[src/rtl/hb_pkg.sv]
package hb_pkg;

  typedef enum logic [1:0] {
    SIDE_OFF  = 2'b00,
    SIDE_LOW  = 2'b01,
    SIDE_HIGH = 2'b10,
    SIDE_PWM  = 2'b11
  } side_code_e;

  typedef struct packed {
    logic hs;
    logic ls;
  } gate_pair_t;

  localparam gate_pair_t GATES_OFF = '{hs: 1'b0, ls: 1'b0};

endpackage

[src/rtl/hb_rst_sync.sv]
module hb_rst_sync #(
  parameter int STAGES = 2
) (
  input  logic clk,
  input  logic rst_n,
  output logic rst_n_q
);

  logic [STAGES-1:0] chain_q;
  logic [STAGES-1:0] chain_d;

  always_comb begin
    chain_d = {chain_q[STAGES-2:0], 1'b1};
  end

  always_ff @(posedge clk or negedge rst_n) begin
    if (!rst_n) chain_q <= '0;
    else        chain_q <= chain_d;
  end

  assign rst_n_q = chain_q[STAGES-1];

endmodule

[src/rtl/hb_pwm_sync.sv]
module hb_pwm_sync #(
  parameter int WIDTH  = 2,
  parameter int STAGES = 2
) (
  input  logic             clk,
  input  logic             rst_n,
  input  logic             clr,
  input  logic [WIDTH-1:0] din,
  output logic [WIDTH-1:0] dout
);

  logic [STAGES-1:0][WIDTH-1:0] stage_q;
  logic [STAGES-1:0][WIDTH-1:0] stage_d;

  for (genvar s = 0; s < STAGES; s++) begin : g_stage
    if (s == 0) begin : g_first
      always_comb stage_d[s] = clr ? '0 : din;
    end else begin : g_next
      always_comb stage_d[s] = clr ? '0 : stage_q[s-1];
    end
  end

  always_ff @(posedge clk or negedge rst_n) begin
    if (!rst_n) stage_q <= '0;
    else        stage_q <= stage_d;
  end

  assign dout = stage_q[STAGES-1];

endmodule

[src/rtl/hb_pwm_route.sv]
module hb_pwm_route #(
  parameter int NUM_LEGS = 2
) (
  input  logic                swap,
  input  logic [NUM_LEGS-1:0] pwm_in,
  output logic [NUM_LEGS-1:0] pwm_out
);

  for (genvar i = 0; i < NUM_LEGS; i++) begin : g_leg
    always_comb pwm_out[i] = swap ? pwm_in[0] : pwm_in[i];
  end

endmodule

[src/rtl/hb_leg.sv]
module hb_leg
  import hb_pkg::*;
(
  input  logic       clk,
  input  logic       rst_n,
  input  logic       active,
  input  logic [1:0] code,
  input  logic       sel,
  input  logic       pwm,
  input  logic       fault,
  output logic       hs,
  output logic       ls
);

  gate_pair_t req;
  gate_pair_t gate_d;
  gate_pair_t gate_q;
  side_code_e code_e;

  assign code_e = side_code_e'(code);

  always_comb begin
    req = GATES_OFF;
    if (active && !fault) begin
      unique case (code_e)
        SIDE_LOW:  req.ls = 1'b1;
        SIDE_HIGH: req.hs = 1'b1;
        SIDE_PWM:  if (sel) begin
                     req.hs = pwm;
                     req.ls = !pwm;
                   end
        default:   req = GATES_OFF;
      endcase
    end
  end

  // Interlock: a conflicting request resolves to both switches off.
  always_comb begin
    gate_d = (req.hs && req.ls) ? GATES_OFF : req;
  end

  always_ff @(posedge clk or negedge rst_n) begin
    if (!rst_n) gate_q <= GATES_OFF;
    else        gate_q <= gate_d;
  end

  assign hs = gate_q.hs;
  assign ls = gate_q.ls;

endmodule

[src/rtl/hbridge_out_ctrl.sv]
module hbridge_out_ctrl #(
  parameter int NUM_LEGS    = 2,
  parameter int SYNC_STAGES = 2,
  parameter int RST_STAGES  = 2
) (
  input  logic                  clk,
  input  logic                  rst_n,
  input  logic                  mode_active,
  input  logic [2*NUM_LEGS-1:0] side_code,
  input  logic [NUM_LEGS-1:0]   pwm_sel,
  input  logic                  pwm_swap,
  input  logic [NUM_LEGS-1:0]   pwm_pin,
  input  logic [NUM_LEGS-1:0]   fault_off,
  output logic [NUM_LEGS-1:0]   hs_gate,
  output logic [NUM_LEGS-1:0]   ls_gate
);

  logic                rst_n_q;
  logic [NUM_LEGS-1:0] pwm_synced;
  logic [NUM_LEGS-1:0] pwm_routed;

  hb_rst_sync #(.STAGES(RST_STAGES)) u_rst_sync (
    .clk     (clk),
    .rst_n   (rst_n),
    .rst_n_q (rst_n_q)
  );

  hb_pwm_sync #(.WIDTH(NUM_LEGS), .STAGES(SYNC_STAGES)) u_pwm_sync (
    .clk   (clk),
    .rst_n (rst_n_q),
    .clr   (!mode_active),
    .din   (pwm_pin),
    .dout  (pwm_synced)
  );

  hb_pwm_route #(.NUM_LEGS(NUM_LEGS)) u_route (
    .swap    (pwm_swap),
    .pwm_in  (pwm_synced),
    .pwm_out (pwm_routed)
  );

  for (genvar i = 0; i < NUM_LEGS; i++) begin : g_leg
    hb_leg u_leg (
      .clk    (clk),
      .rst_n  (rst_n_q),
      .active (mode_active),
      .code   (side_code[2*i+1:2*i]),
      .sel    (pwm_sel[i]),
      .pwm    (pwm_routed[i]),
      .fault  (fault_off[i]),
      .hs     (hs_gate[i]),
      .ls     (ls_gate[i])
    );
  end

endmodule

[config.mk]
export PLATFORM = sky130hd
export DESIGN_NAME = hbridge_out_ctrl
export DESIGN_NICKNAME = d
export VERILOG_FILES = /design/src/rtl/hb_pkg.sv /design/src/rtl/hb_rst_sync.sv /design/src/rtl/hb_pwm_sync.sv /design/src/rtl/hb_pwm_route.sv /design/src/rtl/hb_leg.sv /design/src/rtl/hbridge_out_ctrl.sv
export SDC_FILE = /design/constraint.sdc
export NUM_CORES = 1
export LEC_CHECK = 0
export BUFFER_PORTS_ARGS = -buffer_cell sky130_fd_sc_hd__buf_2
export CAP_MARGIN = 25
export CORE_AREA = 3 3 40 42
export CTS_BUF_LIST = sky130_fd_sc_hd__clkbuf_4
export DETAILED_ROUTE_END_ITERATION = 8
export DIE_AREA = 0 0 43 45
export PLACE_DENSITY = 0.63
export SLEW_MARGIN = 30
export SYNTH_ARGS = -nofsm -noshare
export SYNTH_HDL_FRONTEND = slang
export SYNTH_SLANG_ARGS = --single-unit
export TNS_END_PERCENT = 100
[constraint.sdc]
create_clock -name clk -period 0.8 [get_ports clk]
set_input_delay 0.12 -clock clk [delete_from_list [all_inputs] [get_ports clk]]
set_output_delay 0.12 -clock clk [all_outputs]
set_load 0.01 [all_outputs]
After elaboration in Yosys (flattened, before gate mapping)
Index checks and enable logic that the tools add are counted. Widths: inputs -> output; s select.

Bits in registers: 10. Output and inout port bits: 4. Logic and storage cells: 34.

Reductions and logical operators: 8. Eq/ne operators: 6. Mux-type cells: 13.

Operator list (count): $mux 2 (8); $eq 2x2->1 const B (4); $pmux 1 s2 (4); $eq 2x1->1 const B (2); $logic_and 1x1->1 (4); $logic_not 1->1 (4); $mux 1 (1).

Logic depth before layout (Yosys ltp)
Gate-level depths: netlist of run 1.

Depth after elaboration: 7. Depth in mapped cells: 2.

By module
Synthesis of run 1 repeated with hierarchy kept, for this count alone.

Cells, all modules: 32. Area total of the unflattened synthesis: 397.9 µm².

Modules (own cells, without submodules): hb_leg (area each 88.8 µm², times used 2, seq. area each 50.0 µm², cells an instance 8); hb_pwm_sync (area each 140.1 µm², times used 1, seq. area each 100.1 µm², cells an instance 10); hb_rst_sync (area each 53.8 µm², times used 1, seq. area each 50.0 µm², cells an instance 3); hb_pwm_route (area each 22.5 µm², times used 1, seq. area each 0.0 µm², cells an instance 2); hbridge_out_ctrl (area each 3.8 µm², times used 1, seq. area each 0.0 µm², cells an instance 1).

Least setup slack after synthesis of run 1
Ideal clock, no wire load.

Path type: register -> register. From: reg u_pwm_sync.stage_q (netlist bit u_pwm_sync.dout[0]). To: reg g_leg[1].u_leg.gate_q (netlist bit g_leg[1].u_leg.hs). Library setup time: 118 ps. Required time: 682 ps. Data arrival time: 760 ps. Buffers on the path: 0. Stages on the path, launching flop included: 3. Period minus slack after synthesis: 878 ps. Path slack: -78 ps. Path through: dfrtp_1 mux2_4 a21o_1.

RTL lines: start, declared (line hb_pwm_sync.sv:12) `logic [STAGES-1:0][WIDTH-1:0] stage_q;`; start signal, assigned (line hb_pwm_sync.sv:25) `else stage_q <= stage_d;`; end signal, assigned (line hb_leg.sv:44) `else gate_q <= gate_d;`; end, declared (line hb_leg.sv:17) `gate_pair_t gate_q;`.

==> results of run 1 <==
[cell families (layout without fill, tap and decap cells)]
logic type / count (synthesis) / after routing / synth area share
AO/OA/AOI/OAI: 4 / 4 / 0.05373
other: 1 / 1 / 0.008947
flip-flops: 10 / 10 / 0.5970
buffers and inverters: 4 / 24 / 0.07164
AND/OR/NAND/NOR: 12 / 12 / 0.2328
multiplexers: 1 / 1 / 0.03581
[metal layers]
layer | up-vias | share of wire
li1 | 146 | -
met3 | 0 | 0.11
met1 | 145 | 0.35
met2 | 11 | 0.53
met4 | 0 | 0
met5 | - | 0
[stage by stage]
stage               hold WS [ns]  total power [mW]  setup slack, ns  instance area, µm²  setup TNS, ns
floorplan                -0.1756            0.5902         -0.07834               419.2       -0.08373
global placement        -0.09256            0.6398         -0.07798               508.0        -0.1258
detailed placement      -0.09196            0.6439         -0.09050               508.0        -0.2008
CTS                      0.03825             1.001          -0.1104               544.3        -0.5505
global route             0.02874             1.058          -0.1375               555.5        -0.7893
finish                   0.04123            0.9904          -0.1024               555.5        -0.4773
[layout make-up]
| class | instances | share of cell area |
|---|---|---|
| well taps | 15 | 0.03378 |
| multi-input cells | 18 | 0.2703 |
| flip-flops and latches | 10 | 0.4505 |
| clock inverters | 1 | 0.006757 |
| repair buffers | 20 | 0.1982 |
| clock buffers | 3 | 0.04054 |
[registers in the layout, indices dropped and copies added (netlist names)]
signal	count
u_rst_sync.chain_q	2
u_pwm_sync.dout	2
g_leg.u_leg.ls	2
g_leg.u_leg.hs	2
u_pwm_sync.stage_q	2
[cells in the final DEF, fill, tap and decap left out]
cell	count
and4b_1	1
clkinv_1	1
nand2b_4	1
nand4bb_1	1
dlygate4sd3_1	1
mux2_4	1
conb_1	1
clkbuf_4	3
and2_2	4
buf_2	17
a21o_1	1
o21ai_1	1
a21oi_2	1
buf_4	2
nand4b_1	1
dfrtp_1	10
nand2_1	1
a21oi_1	1
and4bb_1	1
nand3b_1	2
[worst max-delay path by stage]
stage | to | start | cells after the start | slack [ns]
floorplan | g_leg[1].u_leg.hs$_DFF_PN0_ | u_pwm_sync.dout[0]$_DFF_PN0_ | 2 | -0.08
finish | g_leg[1].u_leg.hs$_DFF_PN0_ | u_pwm_sync.dout[0]$_DFF_PN0_ | 2 | -0.10
detailed placement | g_leg[1].u_leg.hs$_DFF_PN0_ | u_pwm_sync.dout[0]$_DFF_PN0_ | 2 | -0.09
global route | g_leg[1].u_leg.hs$_DFF_PN0_ | u_pwm_sync.dout[0]$_DFF_PN0_ | 2 | -0.14
CTS | g_leg[1].u_leg.hs$_DFF_PN0_ | u_pwm_sync.dout[0]$_DFF_PN0_ | 2 | -0.11
global placement | g_leg[1].u_leg.hs$_DFF_PN0_ | u_pwm_sync.dout[0]$_DFF_PN0_ | 2 | -0.08
[power by group]
group	total, mW	internal, mW	switching, mW
logic	0.105	0.0625	0.0422
registers	0.538	0.526	0.0118
clock network	0.348	0.180	0.168
[repair_timing]
action                                  in CTS  in global routing
hold buffers                                 1                  0
pin swaps                                    1                  1
hold endpoints to repair                     2                  0
cloned                                       0                  0
endpoints found under the setup margin       7                  7
gates resized for setup                      0                  2
[worst max-delay path: stages (launching register included)]
cell	delay, ns
dfrtp_1	0.38
mux2_4	0.26
a21o_1	0.15
==> flow_summary.yaml, run 1 <==
cells_and_area:
  seq_area_um2: 250.2
  nFillCells: 136
  finalNonFillerCells: 67
  final_core_util: 0.4323
  areaGrowthSynthToFinish_pct: 32.54
  final_nets: 67
  drive_gt1_frac: 0.5577
  multi_input_area_um2: 150.1
  diodes: 0
die:
  initial_core_util: 0.3262
  rows: 13
  core_region_area_um2: 1285
  io_pins: 18
  die_h_um: 45
  die_x_um: 43
  die_area_um2: 1935
logic_synthesis:
  ys_seq_elements: 10
  synth_commonest_cells: "dfrtp_1 (10), and2_2 (4), buf_4 (4)"
  synth_area_leaders: "dfrtp_1 (60%), and2_2 (7.2%), buf_4 (7.2%)"
  synth-edff-count: 0
  syn_area_per_cell_um2: 13.10
  synth_area_um2: 419.2
  synth_top_area_share: 0.5970
  yosys_warnings: 0
  synthArstFlopShare: 1.000
  synth_fp_nets: 46
  synth-seq-area-share: 0.5970
  yosysTopAreaCell: "dfrtp_1"
  yosys_most_used_dff: "dfrtp_1"
  synth_cell_types: 15
  synth.most_common_cell: "dfrtp_1"
  netlist_instances: 32
timing:
  clock_skew_ns: 0.003201
  fin_crit_ns: 0.9024
  finalHoldViolCount: 0
  fin_ws_ns: -0.1024
  fin_crit_sh: 1.128
  setup_viol: 7
  slew_viol_final: 0
  fmax_mhz: 1108
  rsz0062_at_grt: "yes"
setup_path:
  reg2regPathDepth: 2
  r2r_slack_ns: -0.10
  path_max_fanout: 2
  critPathLaunchType: "register"
  worstSetupEndpointType: "register"
  cp.arrival_ns: 1.05
  crit_required_ns: 0.95
  path_class: "register to register"
  r2r_end: "g_leg[1].u_leg.hs$_DFF_PN0_"
  reg2reg_from: "u_pwm_sync.dout[0]$_DFF_PN0_"
routing:
  post_drt_wl_per_cell_um: 11.12
  vias_per_cell: 4.507
  drt_iter0_markers: 3
  drt-total-wl_um: 745
  firstDrtPassIters: 2
  ant_nets: 0
  remaining_drc_errors: 0
  vias: 302
cts:
  clkLatencyLatePin_ns: 0.26
  htreeDepth: 1
  clk_pin_slew_ns: 0.07
  root_buffer: "clkbuf_4"
  clockBufferDepth: 2
  cts_buffers: 3
  post_cts_buffers: 0
  clkSinkCount: 10
  cts_tree: "yes"
min_path:
  min_to: "g_leg[0].u_leg.ls$_DFF_PN0_"
  min_path_cells: 2
  holdCritStartpoint: "side_code[1]"
  hp-class: "input pin to register"
global_route:
  grt_use_met1: 0.07557
  antenna_found_initial: 0
  grt_use_met3: 0.08367
  track_usage: 0.08876
  grt_use_met2: 0.1617
  grt_pass1_wl_um: 1200
  grt_pass1_vias: 320
  busiest_layer: "met2"
  gr-total-overflow: 0
  grt_max_degree: 9
placement:
  dp_cells: 62
  gp_congestion: 0.6174
  portBuffers: 17
  hpwl_um: 583.4
power:
  ir_drop_v: 0.001261
  leakagePower_nw: 0.2984
  powerDensity_nw_per_um2: 1783
run:
  cap_violations: 0
run_status:
  outcome: "finished with violations"
  violations: "setup timing"
No activity file was read; power rests on OpenSTA's default activity.
==> inputs of run 2 (changes only) <==
ABC_AREA = 1   (was default)
CAP_MARGIN = 15   (was 25)
PLACE_DENSITY = 0.62   (was 0.63)
==> run 2 against run 1 <==
  * The run still ends with setup timing left
  * Non-clock buffer count shrank 2
  * Routed wire length fell by 0.67%
  * Hold slack barely moved
  * Global-route usage is 0.64 points higher
  * Largest power group unchanged
==> flow_summary.yaml, run 2 <==
cts:
  post_cts_buffers: 0
  clkLatencyLatePin_ns: 0.26
  cts_buffers: 3
  htreeDepth: 1
  clockBufferDepth: 2
  clkSinkCount: 10
  clk_pin_slew_ns: 0.06
  root_buffer: "clkbuf_4"
  cts_tree: "yes"
placement:
  dp_cells: 73
  hpwl_um: 579.4
  placed_area_um2: 485.5
  portBuffers: 17
  gp_congestion: 0.6797
logic_synthesis:
  ys_seq_elements: 10
  yosys_most_used_dff: "dfrtp_1"
  synth-edff-count: 0
  yosysTopAreaCell: "dfrtp_1"
  synth_top_area_share: 0.6079
  netlist_instances: 45
  synth_area_leaders: "dfrtp_1 (61%), inv_1 (10%), buf_4 (7.3%)"
  synthArstFlopShare: 1.000
  syn_area_per_cell_um2: 9.148
  synth_fp_nets: 59
  yosys_warnings: 0
  synth_commonest_cells: "inv_1 (11), dfrtp_1 (10), nand2_1 (8)"
  synth.most_common_cell: "inv_1"
  synth_area_um2: 411.6
  synth_cell_types: 9
  synth-seq-area-share: 0.6079
global_route:
  grt_pass1_vias: 327
  antenna_found_initial: 0
  grt_max_degree: 9
  grt_pass1_wl_um: 1228
  gr-total-overflow: 0
  track_usage: 0.09520
power:
  ir_drop_v: 0.0009028
  leakagePower_nw: 0.3219
  powerDensity_nw_per_um2: 1805
setup_path:
  cp_num_buf_inv: 1
  critPathLaunchType: "register"
  path_max_fanout: 1
  path_class: "register to primary output"
  crit_required_ns: 0.68
  crit_family: "flip-flops"
  cpMaxStageDelayCell: "dfrtp_1"
  worstSetupEndpointType: "primary output"
  path_cells: "buf_2"
  cp.arrival_ns: 0.76
  cpPeakStageDelay_ns: 0.36
cells_and_area:
  seq_area_um2: 250.2
  diodes: 0
  layout_commonest_cell: "buf_2"
  finalNonFillerCells: 77
  mostFrequentLayoutCells: "buf_2 (17), inv_1 (10), dfrtp_1 (10)"
  final_area_um2: 538.0
  final_core_util: 0.4187
  areaGrowthSynthToFinish_pct: 30.70
  final_nets: 78
  drive_gt1_frac: 0.4355
  nFillCells: 138
  multi_input_area_um2: 110.1
timing:
  tns_ns: -0.2756
  finalHoldViolCount: 0
  fin_crit_ns: 0.8786
  fin_crit_sh: 1.098
  fin_ws_ns: -0.07861
  setup_viol: 4
  fmax_mhz: 1138
  worst_hold_slack_ns: 0.04161
  clock_skew_ns: 0.004350
  rsz0062_at_grt: "yes"
  slew_viol_final: 0
min_path:
  hp-class: "input pin to register"
routing:
  vias_per_cell: 4.273
  drt_iter0_markers: 3
  firstDrtPassIters: 3
  vias: 329
  post_drt_wl_per_cell_um: 9.610
  remaining_drc_errors: 0
  drt-total-wl_um: 740
  ant_nets: 0
run:
  cap_violations: 0
die:
  rows: 13
  core_region_area_um2: 1285
  die_h_um: 45
  die_area_um2: 1935
  io_pins: 18
  die_x_um: 43
  initial_core_util: 0.3204
run_status:
  violations: "setup timing"
  outcome: "finished with violations"
[run 2: cell types whose count changed after synthesis, sizes merged, moves of 2 or more]
cell    before  now
nand3b       2    0
nor3         0    2
and2         4    0
nand3        0    4
a21oi        2    4
nand2        1    9
inv          0   11
[run 2: cell type report]
type | count | share of cell area
Clock buffer | 3 | 0.04186
Inverter | 11 | 0.07674
Multi-Input combinational cell | 20 | 0.2047
Sequential cell | 10 | 0.4651
Tap cell | 15 | 0.03488
Timing Repair Buffer | 18 | 0.1767
[run 2: stage by stage]
stage | worst slack [ns] | power [mW]
after floorplan | 0.09279 | 0.5914
after global placement | 0.07508 | 0.6341
after detailed placement | 0.03738 | 0.6377
after CTS | -0.09460 | 0.9815
after global routing | -0.1234 | 1.046
final | -0.07861 | 0.9713
[run 2: kinds of logic (layout without fill, tap and decap cells)]
group | Yosys count | in the layout | synth area share
AND/OR/NAND/NOR | 15 | 15 | 0.1611
buffers and inverters | 15 | 32 | 0.1733
flip-flops | 10 | 10 | 0.6079
AO/OA/AOI/OAI | 4 | 4 | 0.04863
other | 1 | 1 | 0.009110
[run 2: final timing paths]
check | start | end | slack (ns) | cells past startpoint
worst min register to register | u_rst_sync.chain_q[1]$_DFF_PN0_ | u_pwm_sync.dout[0]$_DFF_PN0_ | 0.13 | 0
min in group asynchronous | u_rst_sync.chain_q[1]$_DFF_PN0_ | u_pwm_sync.dout[0]$_DFF_PN0_ | 0.13 | 0
worst min-delay path | side_code[2] | g_leg[1].u_leg.hs$_DFF_PN0_ | 0.04 | 2
worst max register to register | u_pwm_sync.dout[0]$_DFF_PN0_ | g_leg[1].u_leg.ls$_DFF_PN0_ | 0.04 | 3
worst max-delay path | g_leg[1].u_leg.ls$_DFF_PN0_ | ls_gate[1] | -0.08 | 1
max in group asynchronous | u_rst_sync.chain_q[1]$_DFF_PN0_ | u_pwm_sync.stage_q[1]$_DFF_PN0_ | 0.42 | 0
[run 2: timing repair]
item                                   CTS  global route
setup endpoints to repair                4             7
endpoints found under the hold margin    2             0
hold buffers                             1             0
gates resized for setup                  0             6
pin swaps                                0             2
[run 2: layer usage]
layer / GRT usage / vias up / routed length [µm]
met1: 0.07731 / 150 / 233
li1: - / 164 / -
met4: 0.03614 / 0 / 0
met3: 0.07570 / 0 / 97
met2: 0.1707 / 15 / 409
met5: 0 / - / 0
[run 2: where the power goes]
part	switching (mW)	leakage, nW	total (mW)	internal [mW]
Combinational	0.0529	0.178	0.101	0.0480
Clock	0.158	0.0138	0.331	0.173
Sequential	0.0133	0.131	0.539	0.526
==> inputs of run 3 (changes only) <==
SYNTH_HIERARCHICAL = 1   (was default)
==> run 3 against run 2 <==
  * The flow still finishes with violations (setup timing)
  * Design area is 0.93% lower
  * Final cell count increased by 2.6%
  * Clock-buffer cell count stayed put
  * Clock skew decreased by 0.0031 ns
==> flow_summary.yaml, run 3 <==
setup_path:
  critPathLaunchType: "register"
  cpMaxStageDelayCell: "dfrtp_1"
  cp_num_buf_inv: 1
  path_class: "register to primary output"
  cp.arrival_ns: 0.75
  crit_family: "flip-flops"
  path_cells: "buf_2"
  path_max_fanout: 1
  crit_required_ns: 0.68
  worstSetupEndpointType: "primary output"
  cpPeakStageDelay_ns: 0.36
logic_synthesis:
  netlist_instances: 45
  syn_area_per_cell_um2: 9.231
  synth-edff-count: 0
  yosys_most_used_dff: "dfrtp_1"
  synth_area_um2: 415.4
  synth_top_area_share: 0.6024
  yosysTopAreaCell: "dfrtp_1"
  ys_seq_elements: 10
  synthArstFlopShare: 1.000
  synth-seq-area-share: 0.6024
  synth_commonest_cells: "dfrtp_1 (10), inv_1 (10), nor2_1 (8)"
  synth_area_leaders: "dfrtp_1 (60%), inv_1 (9.0%), nor2_1 (7.2%)"
  yosys_warnings: 6
  synth_fp_nets: 59
  synth_cell_types: 10
die:
  io_pins: 18
  die_area_um2: 1935
  initial_core_util: 0.3233
  die_x_um: 43
  die_h_um: 45
  rows: 13
  core_region_area_um2: 1285
placement:
  portBuffers: 17
  dp_cells: 74
  placed_area_um2: 496.7
  gp_congestion: 0.6764
  hpwl_um: 564.2
power:
  leakagePower_nw: 0.3070
  ir_drop_v: 0.0009610
  powerDensity_nw_per_um2: 1864
timing:
  clock_skew_ns: 0.001204
  fmax_mhz: 1154
  slew_viol_final: 0
  rsz0062_at_grt: "yes"
  fin_crit_ns: 0.8668
  finalHoldViolCount: 0
  setup_viol: 4
  fin_crit_sh: 1.084
  worst_hold_slack_ns: 0.05097
  fin_ws_ns: -0.06680
global_route:
  antenna_found_initial: 0
  grt_pass1_vias: 318
  grt_pass1_wl_um: 1152
  gr-total-overflow: 0
  track_usage: 0.08340
  grt_max_degree: 9
routing:
  vias: 319
  maxUsedRoutingLayer: "met3"
  remaining_drc_errors: 0
  drt_iter0_markers: 0
  firstDrtPassIters: 1
  ant_nets: 0
  drt-total-wl_um: 702
  dr_wl_met3_um: 78
  vias_per_cell: 4.038
  wl_met2_um: 359
  wl_met1_um: 264
  post_drt_wl_per_cell_um: 8.886
run_status:
  violations: "setup timing"
  outcome: "finished with violations"
min_path:
  hp-class: "input pin to register"
cells_and_area:
  layout_commonest_cell: "buf_2"
  areaGrowthSynthToFinish_pct: 28.31
  diodes: 0
  drive_gt1_frac: 0.3438
  finalNonFillerCells: 79
  final_nets: 79
  mostFrequentLayoutCells: "buf_2 (17), inv_1 (10), dfrtp_1 (10)"
  final_area_um2: 533.0
cts:
  cts_buffers: 3
  clkSinkCount: 10
  root_buffer: "clkbuf_4"
  cts_tree: "yes"
  htreeDepth: 1
  clk_pin_slew_ns: 0.07
  clockBufferDepth: 2
  clkLatencyLatePin_ns: 0.26
  post_cts_buffers: 0
run:
  cap_violations: 0
## run 3: through the flow
| step | setup WS, ns | setup TNS (ns) | utilization | power, mW |
|---|---|---|---|---|
| 2_1_floorplan | -0.04369 | -0.07898 | - | 0.5943 |
| 3_3_place_gp | 0.02423 | 0 | 0.3866 | 0.6382 |
| 3_5_place_dp | 0.01019 | 0 | 0.3866 | 0.6407 |
| 4_1_cts | -0.07884 | -0.3072 | 0.4148 | 1.009 |
| 5_1_grt | -0.1064 | -0.4656 | 0.4148 | 1.057 |
| 6_report | -0.06680 | -0.2612 | 0.4148 | 0.9934 |
## run 3: worst register-to-register path, cell delays in order (launching register included)
cell      delay (ns)
dfrtp_1         0.40
nand2_1         0.06
nand2_1         0.06
a21boi_1        0.12
nor2_1          0.05
## run 3: path summary, 6_finish.rpt
path / startpoint / end / slack [ns] / cells after the start
setup / recovery: g_leg[1].u_leg/hs$_DFF_PN0_ / hs_gate[1] / -0.07 / 1
hold / removal: pwm_pin[1] / u_pwm_sync/stage_q[1]$_DFF_PN0_ / 0.05 / 3
setup reg to reg: u_pwm_sync/dout[0]$_DFF_PN0_ / g_leg[1].u_leg/hs$_DFF_PN0_ / 0.01 / 4
hold reg to reg: u_rst_sync/chain_q[1]$_DFF_PN0_ / u_pwm_sync/stage_q[1]$_DFF_PN0_ / 0.13 / 0
max in group asynchronous: u_rst_sync/chain_q[1]$_DFF_PN0_ / g_leg[0].u_leg/hs$_DFF_PN0_ / 0.42 / 0
min in group asynchronous: u_rst_sync/chain_q[1]$_DFF_PN0_ / u_pwm_sync/stage_q[1]$_DFF_PN0_ / 0.13 / 0
## run 3: timing repair
| item | in CTS | in global routing |
|---|---|---|
| hold endpoints to repair | 2 | 0 |
| pin swaps | 1 | 0 |
| hold buffers | 1 | 0 |
| gates resized for setup | 0 | 0 |
| endpoints found under the setup margin | 5 | 6 |
## run 3: cells by family (layout without fill, tap and decap cells)
| family | count (synthesis) | count (layout) | share of synthesized area |
|---|---|---|---|
| and+or+nand+nor | 15 | 15 | 0.1476 |
| other | 1 | 1 | 0.009027 |
| buffers and inverters | 15 | 34 | 0.1627 |
| DFF | 10 | 10 | 0.6024 |
| AOI/OAI and AO/OA | 4 | 4 | 0.07831 |
## run 3: report_power, final
group	total (mW)	internal, mW	switching (mW)
Combinational	0.0942	0.0480	0.0461
Clock	0.361	0.180	0.182
Sequential	0.538	0.525	0.0126
Total	0.993	0.753	0.240
## run 3: per-layer routing
metal,vias to the layer above,track usage
met5,-,0
li1,166,-
met1,141,0.08978
met4,0,0.05422
met3,0,0.03984
met2,12,0.1317
## run 3: cell type report
type                       count  area [µm²]
clock buffer                   3       22.52
clock inverter                 1       3.754
inverter                      12       45.04
tap                           15       18.77
timing repair buffer          18       95.09
multi-input combinational     20       97.59
sequential                    10       250.2
fill                         143       752.0
